<file path="src/rtl/crc_pkg.sv">
package crc_pkg;

    localparam int CRC_W   = 32;
    localparam int DATA_W  = 32;
    localparam int BYTE_W  = 8;
    localparam int LANES   = DATA_W / BYTE_W;
    localparam int ADDR_W  = 4;

    localparam logic [CRC_W-1:0] POLY = 32'h04C1_1DB7;

    localparam logic [ADDR_W-1:0] ADDR_CFG  = 4'h0;
    localparam logic [ADDR_W-1:0] ADDR_SEED = 4'h4;
    localparam logic [ADDR_W-1:0] ADDR_DIN  = 4'h8;
    localparam logic [ADDR_W-1:0] ADDR_RES  = 4'hC;

    localparam int START_LSB = 13;
    localparam int SIZE_BIT  = 12;
    localparam int CPL_BIT   = 9;
    localparam int OMIR_BIT  = 8;
    localparam int IMIR_BIT  = 7;

    localparam logic [DATA_W-1:0] CFG_MASK =
        (32'd3 << START_LSB) | (32'd1 << SIZE_BIT) | (32'd1 << CPL_BIT) |
        (32'd1 << OMIR_BIT) | (32'd1 << IMIR_BIT);

    typedef enum logic [1:0] {
        START_SEED  = 2'd0,
        START_KEEP  = 2'd1,
        START_ZEROS = 2'd2,
        START_ONES  = 2'd3
    } start_sel_e;

    typedef struct packed {
        start_sel_e start;
        logic       byte_mode;
        logic       complement;
        logic       out_mirror;
        logic       in_mirror;
    } cfg_t;

    function automatic cfg_t cfg_from_word(input logic [DATA_W-1:0] w);
        cfg_t c;
        c.start      = start_sel_e'(w[START_LSB +: 2]);
        c.byte_mode  = w[SIZE_BIT];
        c.complement = w[CPL_BIT];
        c.out_mirror = w[OMIR_BIT];
        c.in_mirror  = w[IMIR_BIT];
        return c;
    endfunction

    function automatic logic [DATA_W-1:0] cfg_to_word(input cfg_t c);
        logic [DATA_W-1:0] w;
        w = '0;
        w[START_LSB +: 2] = c.start;
        w[SIZE_BIT]       = c.byte_mode;
        w[CPL_BIT]        = c.complement;
        w[OMIR_BIT]       = c.out_mirror;
        w[IMIR_BIT]       = c.in_mirror;
        return w;
    endfunction

    function automatic logic [BYTE_W-1:0] mirror_byte(input logic [BYTE_W-1:0] b);
        logic [BYTE_W-1:0] r;
        for (int i = 0; i < BYTE_W; i++) r[i] = b[BYTE_W-1-i];
        return r;
    endfunction

    // One byte, MSB first, non-reflected register.
    function automatic logic [CRC_W-1:0] crc_byte_step(input logic [CRC_W-1:0] c,
                                                       input logic [BYTE_W-1:0] b);
        logic [CRC_W-1:0] r;
        r = c ^ {b, {(CRC_W-BYTE_W){1'b0}}};
        for (int k = 0; k < BYTE_W; k++)
            r = r[CRC_W-1] ? ((r << 1) ^ POLY) : (r << 1);
        return r;
    endfunction

    function automatic logic [CRC_W-1:0] pick_start(input logic pending,
                                                    input start_sel_e sel,
                                                    input logic [CRC_W-1:0] seed,
                                                    input logic [CRC_W-1:0] running);
        if (!pending) return running;
        case (sel)
            START_SEED:  return seed;
            START_ZEROS: return '0;
            START_ONES:  return '1;
            default:     return running;
        endcase
    endfunction

endpackage

</file>
<file path="src/rtl/crc_cfg_reg.sv">
module crc_cfg_reg
    import crc_pkg::*;
(
    input  logic              clk,
    input  logic              rst,
    input  logic              cfg_we,
    input  logic              din_we,
    input  logic [DATA_W-1:0] wdata,
    output cfg_t              cfg,
    output logic              start_pending
);

    always_ff @(posedge clk) begin
        if (rst) begin
            cfg           <= cfg_from_word('0);
            start_pending <= 1'b1;
        end else if (cfg_we) begin
            cfg           <= cfg_from_word(wdata);
            start_pending <= 1'b1;
        end else if (din_we) begin
            cfg.start     <= START_SEED;
            start_pending <= 1'b0;
        end
    end

    // start select self-clears on a data write
    a_r4_start_cleared: assert property (@(posedge clk) disable iff (rst)
        din_we |=> (cfg.start == START_SEED));

    // later data writes accumulate rather than restart
    a_r4_pending_drops: assert property (@(posedge clk) disable iff (rst)
        din_we |=> !start_pending);

endmodule

</file>
<file path="src/rtl/crc_update.sv">
module crc_update
    import crc_pkg::*;
(
    input  logic [CRC_W-1:0]  crc_in,
    input  logic [DATA_W-1:0] din,
    input  logic              byte_mode,
    input  logic              in_mirror,
    output logic [CRC_W-1:0]  crc_out
);

    logic [CRC_W-1:0] after_first;
    logic [CRC_W-1:0] after_all;

    always_comb begin
        logic [CRC_W-1:0]  c;
        logic [BYTE_W-1:0] b;
        c = crc_in;
        after_first = '0;
        for (int i = 0; i < LANES; i++) begin
            b = din[i*BYTE_W +: BYTE_W];
            if (in_mirror) b = mirror_byte(b);
            c = crc_byte_step(c, b);
            if (i == 0) after_first = c;
        end
        after_all = c;
    end

    assign crc_out = byte_mode ? after_first : after_all;

endmodule

</file>
<file path="src/rtl/crc_post.sv">
module crc_post
    import crc_pkg::*;
(
    input  logic [CRC_W-1:0] raw,
    input  logic             out_mirror,
    input  logic             complement,
    output logic [CRC_W-1:0] shown
);

    for (genvar i = 0; i < CRC_W / BYTE_W; i++) begin : g_byte
        logic [BYTE_W-1:0] src;
        logic [BYTE_W-1:0] ordered;
        assign src     = raw[i*BYTE_W +: BYTE_W];
        assign ordered = out_mirror ? mirror_byte(src) : src;
        assign shown[i*BYTE_W +: BYTE_W] = ordered ^ {BYTE_W{complement}};
    end

endmodule

</file>
<file path="src/rtl/crc_accel.sv">
module crc_accel
    import crc_pkg::*;
(
    input  logic              clk,
    input  logic              rst,
    input  logic              bus_wr,
    input  logic [ADDR_W-1:0] bus_addr,
    input  logic [DATA_W-1:0] bus_wdata,
    output logic [DATA_W-1:0] bus_rdata
);

    logic cfg_we, seed_we, din_we;
    cfg_t cfg;
    logic start_pending;

    logic [CRC_W-1:0] seed_q, crc_q, result_q;
    logic [CRC_W-1:0] start_val, crc_next, post_val;

    assign cfg_we  = bus_wr && (bus_addr == ADDR_CFG);
    assign seed_we = bus_wr && (bus_addr == ADDR_SEED);
    assign din_we  = bus_wr && (bus_addr == ADDR_DIN);

    crc_cfg_reg u_cfg (
        .clk           (clk),
        .rst           (rst),
        .cfg_we        (cfg_we),
        .din_we        (din_we),
        .wdata         (bus_wdata),
        .cfg           (cfg),
        .start_pending (start_pending)
    );

    assign start_val = pick_start(start_pending, cfg.start, seed_q, crc_q);

    crc_update u_upd (
        .crc_in    (start_val),
        .din       (bus_wdata),
        .byte_mode (cfg.byte_mode),
        .in_mirror (cfg.in_mirror),
        .crc_out   (crc_next)
    );

    crc_post u_post (
        .raw        (crc_next),
        .out_mirror (cfg.out_mirror),
        .complement (cfg.complement),
        .shown      (post_val)
    );

    always_ff @(posedge clk) begin
        if (rst) begin
            seed_q   <= '0;
            crc_q    <= '0;
            result_q <= '0;
        end else begin
            if (seed_we) seed_q <= bus_wdata;
            if (din_we) begin
                crc_q    <= crc_next;
                result_q <= post_val;
            end
        end
    end

    always_comb begin
        case (bus_addr)
            ADDR_CFG:  bus_rdata = cfg_to_word(cfg);
            ADDR_SEED: bus_rdata = seed_q;
            ADDR_RES:  bus_rdata = result_q;
            default:   bus_rdata = '0;
        endcase
    end

    // reserved configuration bits never read back
    a_r2_rsvd_zero: assert property (@(posedge clk) disable iff (rst)
        (bus_addr == ADDR_CFG) |-> ((bus_rdata & ~CFG_MASK) == '0));

    // seed writes leave the running CRC alone
    a_r9_seed_keeps_crc: assert property (@(posedge clk) disable iff (rst)
        seed_we |=> $stable(crc_q));

    // result only moves on a data write
    a_r10_result_hold: assert property (@(posedge clk) disable iff (rst)
        !din_we |=> $stable(result_q));

endmodule

</file>
<file path="config.mk">
export PLATFORM = sky130hd
export DESIGN_NAME = crc_accel
export DESIGN_NICKNAME = d
export VERILOG_FILES = /design/src/rtl/crc_pkg.sv /design/src/rtl/crc_cfg_reg.sv /design/src/rtl/crc_update.sv /design/src/rtl/crc_post.sv /design/src/rtl/crc_accel.sv
export SDC_FILE = /design/constraint.sdc
export NUM_CORES = 1
export LEC_CHECK = 0
export ABC_AREA = 1
export CORE_AREA = 4 4 142 144
export DETAILED_ROUTE_END_ITERATION = 7
export DIE_AREA = 0 0 146 148
export PLACE_DENSITY = 0.8
export REMOVE_ABC_BUFFERS = 1
export SYNTH_ARGS = -nofsm -noshare
export SYNTH_HDL_FRONTEND = slang
export SYNTH_SLANG_ARGS = --single-unit
</file>
<file path="constraint.sdc">
create_clock -name clk -period 4.6 [get_ports clk]
set_clock_uncertainty 0.15 [all_clocks]
set_input_delay 1.15 -clock clk [delete_from_list [all_inputs] [get_ports clk]]
set_output_delay 1.15 -clock clk [all_outputs]
set_load 0.01 [all_outputs]
</file>
==> results of run 1 <==
[per-stage QoR]
step / setup TNS [ps] / cell area [um2] / instances / utilization
floorplan: -53730 / 11230 / 1955 / -
global placement: -43300 / 14540 / 2556 / 0.7772
detailed placement: -49900 / 14540 / 2556 / 0.7772
CTS: 0 / 16160 / 2615 / 0.8640
[cells by family after synthesis]
group / Yosys count / synth area share
AND/OR/NAND/NOR: 1181 / 0.4759
flip-flops: 103 / 0.1774
AO/OA/AOI/OAI: 292 / 0.1345
buffers and inverters: 335 / 0.1182
XOR/XNOR: 121 / 0.09406
[timing repair]
item | 4_1_cts
cloned | 2
setup endpoints to repair | 64
resized for setup | 242
pin swaps | 93
buffers inserted | 41
==> results.yml, run 1 <==
run_status:
  outcome: "stopped before the end"
  lastStage: "global routing"
  tool.error: "[ERROR DPL-0038] Utilization greater than 100%, impossible to legalize"
logic_synthesis:
  ys.flop_type: "dfxtp_1"
  post-synth-top-count-cell: "nand2_1"
  netlist_area_mm2: 0.01163
  yosysTopAreaCell: "nand2_1"
  yosys_warnings: 0
  avgSynthCellArea_um2: 5.722
  synth.top_cell.area_share: 0.2160
  synthArstFlopShare: 0
  synth-edff-count: 0
  yosysSeqAreaShare: 0.1774
  ys_ff_latch: 103
  synthCells: 2032
  synth_area_leaders: "nand2_1 (22%), dfxtp_1 (18%), nand3_1 (13%)"
  netlist_top_cells_count: "nand2_1 (669), nand3_1 (300), inv_1 (229), o21ai_0 (113), a21oi_1 (108)"
  synth_cell_type_count: 42
placed_design:
  place.gp.congestion: 1.069
  place_ws_ps: -1002
  io_buffers: 70
  dp_hpwl_um: 36800
clock_network:
  cts.path.max_buffers: 2
  cts_root_buffer: "clkbuf_16"
  cts_buffers: 9
  cts_hold_buf: 0
  clock-sinks: 103
  cts_max_level: 3
sta:
  worst-ep-kind: "register input"
  grt_worst_setup_endpoint: "result_q[24]$_SDFFE_PP0P_/D"
die:
  die_x_um: 146
  dieHeight_um: 148
  pin_count: 71
  rows: 50
  initial_utilization: 0.6215
global_routing:
  grt_max_degree: 88
==> run 2, diff against run 1 <==
--- a/config.mk
+++ b/config.mk
@@ -6,10 +6,10 @@
 export NUM_CORES = 1
 export LEC_CHECK = 0
 export ABC_AREA = 1
-export CORE_AREA = 4 4 142 144
+export CORE_AREA = 4 4 176 178
 export DETAILED_ROUTE_END_ITERATION = 7
-export DIE_AREA = 0 0 146 148
-export PLACE_DENSITY = 0.8
+export DIE_AREA = 0 0 180 182
+export PLACE_DENSITY_LB_ADDON = 0.15
 export REMOVE_ABC_BUFFERS = 1
 export SYNTH_ARGS = -nofsm -noshare
 export SYNTH_HDL_FRONTEND = slang
==> results.yml, run 2 <==
run_status:
  outcome: "complete, no violations"
sta:
  period_share: 0.9966
  relSlewSlack: 0.1133
  maxSlewViolCount: 0
  max_freq_mhz: 218.1
  hold_viol: 0
  finalCriticalPeriod_ps: 4584
  rsz0062_at_grt: "true"
  setup_viol: 0
  whs_ps: 320.2
  tns_ps: 0
  tightest_slew_ps: 1329
  fin_ws_ps: 15.52
final_layout:
  top_regs: "crc_q (32), result_q (32), seed_q (32)"
  finalNonFillerCells: 2844
  layout_commonest_cell: "nand2_1"
  stdcell_area_mm2: 0.01949
  diodes: 0
  fin_util: 0.6629
  synthToLayoutAreaGrowth_pct: 67.65
  layout_common_cells: "nand2_1 (433), buf_4 (365), inv_1 (214), nand2_2 (186), nand2_4 (154)"
  drive_gt1_frac: 0.4507
  finalNetCount: 2488
logic_synthesis:
  synth_area_leaders: "nand2_1 (22%), dfxtp_1 (18%), nand3_1 (13%)"
  ys.flop_type: "dfxtp_1"
  yosysSeqAreaShare: 0.1774
  synthArstFlopShare: 0
  post-synth-top-count-cell: "nand2_1"
  synth.top_cell.area_share: 0.2160
  synth_cell_type_count: 42
  avgSynthCellArea_um2: 5.722
  netlist_area_mm2: 0.01163
  synth-edff-count: 0
  ys_ff_latch: 103
  synthCells: 2032
  netlist_top_cells_count: "nand2_1 (669), nand3_1 (300), inv_1 (229), o21ai_0 (113), a21oi_1 (108)"
  yosysTopAreaCell: "nand2_1"
  yosys_warnings: 0
drt:
  dr.max_layer_used: "met4"
  wl_met1_um: 23160
  dr_wl_met3_um: 3717
  drtPass1Iterations: 6
  routed_wirelength_um: 55500
  wl_met2_um: 25650
  final_antenna_net_count: 0
  routedWlPerCell_um: 19.52
  drtIter0Drc: 1341
  drc: 0
  viasPerCell: 5.381
  vias: 15300
critical_path:
  path_max_fanout: 7
  cp_slowest_cell: "xor2_4"
  cp-end-kind: "flip-flop"
  arrival_ps: 4730
  cp.required_ps: 4740
  critPathKind: "primary input to flip-flop"
  cp-start-kind: "primary input"
  slowest_delay_ps: 260
pwr:
  vdd_drop_max_mv: 0.5260
  power.leakage_nw: 9.472
  clkPwrFrac: 0.049
  internal-power_mw: 7.730
  p_per_area_mw_per_mm2: 878.1
  p_sw_mw: 9.386
  power.share.sequential: 0.054
  combPwrFrac: 0.897
  switching_share: 0.5484
  power_mw: 17.12
global_routing:
  grt.overflow.total: 0
  grt_antenna_before_repair: 1
  grt_max_degree: 88
  grtUsageTotal: 0.3106
  grt_pass1_wl_um: 79230
  grt_pass1_vias: 13860
clock_network:
  cts_root_buffer: "clkbuf_16"
  cts_tree: "yes"
  cts_hold_buf: 0
  cts.path.max_buffers: 2
  clock-sinks: 103
  cts_buffers: 9
  cts_max_level: 3
  clk_latency_ps: 380
  clk_pin_slew_ps: 70
placed_design:
  io_buffers: 70
  placed_cells: 2725
  dp_hpwl_um: 40950
  place_ws_ps: -1135
  placed_cell_area_mm2: 0.01491
  place.gp.congestion: 1.024
die:
  core_mm2: 0.02940
  rows: 63
  pin_count: 71
  die-area_mm2: 0.03276
  dieHeight_um: 182
  die_x_um: 180
  initial_utilization: 0.3954
worst_hold_path:
  hold_path.class: "flip-flop to flip-flop"
job:
  cap_violations: 0
==> run 2: layer usage <==
layer | vias up | track usage
li1 | 7339 | -
met1 | 7255 | 0.4037
met2 | 579 | 0.5009
met3 | 130 | 0.05549
met4 | 0 | 0.1469
met5 | - | 0
==> run 2: final cells by class <==
class                   count  area [um2]
flip-flops and latches    103        2066
fillers                  2552        9911
clock buffers              11       242.7
repair buffers            481        4083
multi-input cells        1596       11540
well taps                 390       488.0
inverters                 258        1008
clock inverters             5       61.31
==> run 2: logic make-up after synthesis <==
group | Yosys count | share of synthesized area
buf+inv | 335 | 0.1182
simple gates | 1181 | 0.4759
compound gates | 292 | 0.1345
flops | 103 | 0.1774
xor+xnor | 121 | 0.09406
==> run 2: worst paths after layout <==
| check | start | endpoint | slack [ps] | cells past startpoint |
|---|---|---|---|---|
| worst max-delay path | bus_wdata[5] | crc_q[26]$_SDFFE_PP0P_ | 20 | 26 |
| worst min-delay path | crc_q[21]$_SDFFE_PP0P_ | crc_q[21]$_SDFFE_PP0P_ | 320 | 2 |
| worst max register to register | u_cfg.cfg[0]$_SDFFE_PP0P_ | result_q[11]$_SDFFE_PP0P_ | 120 | 33 |
| worst min register to register | crc_q[21]$_SDFFE_PP0P_ | crc_q[21]$_SDFFE_PP0P_ | 320 | 2 |
==> run 2: power by group through the flow <==
stage          Combinational (mW)  Sequential, mW  Clock (mW)
6_report                     15.3           0.928       0.841
5_1_grt                      16.3           0.930       0.879
4_1_cts                      12.5           0.927       0.843
3_5_place_dp                 10.6           0.948           0
3_3_place_gp                 10.6           0.947           0
2_1_floorplan                6.00           0.949           0
==> run 2: worst max-delay path: cells and delay by family <==
kind,cells,cell delay (ps)
buffers and inverters,7,980
XOR/XNOR,4,770
AND/OR/NAND/NOR,14,1660
AO/OA/AOI/OAI,1,120
==> run 2: timing repair <==
item                       4_1_cts  5_1_grt
setup endpoints to repair       67       66
pin swaps                      105      264
gates cloned                     2        0
resized for setup              317      483
setup buffers                   37       68
No activity file was read; power rests on OpenSTA's default activity.
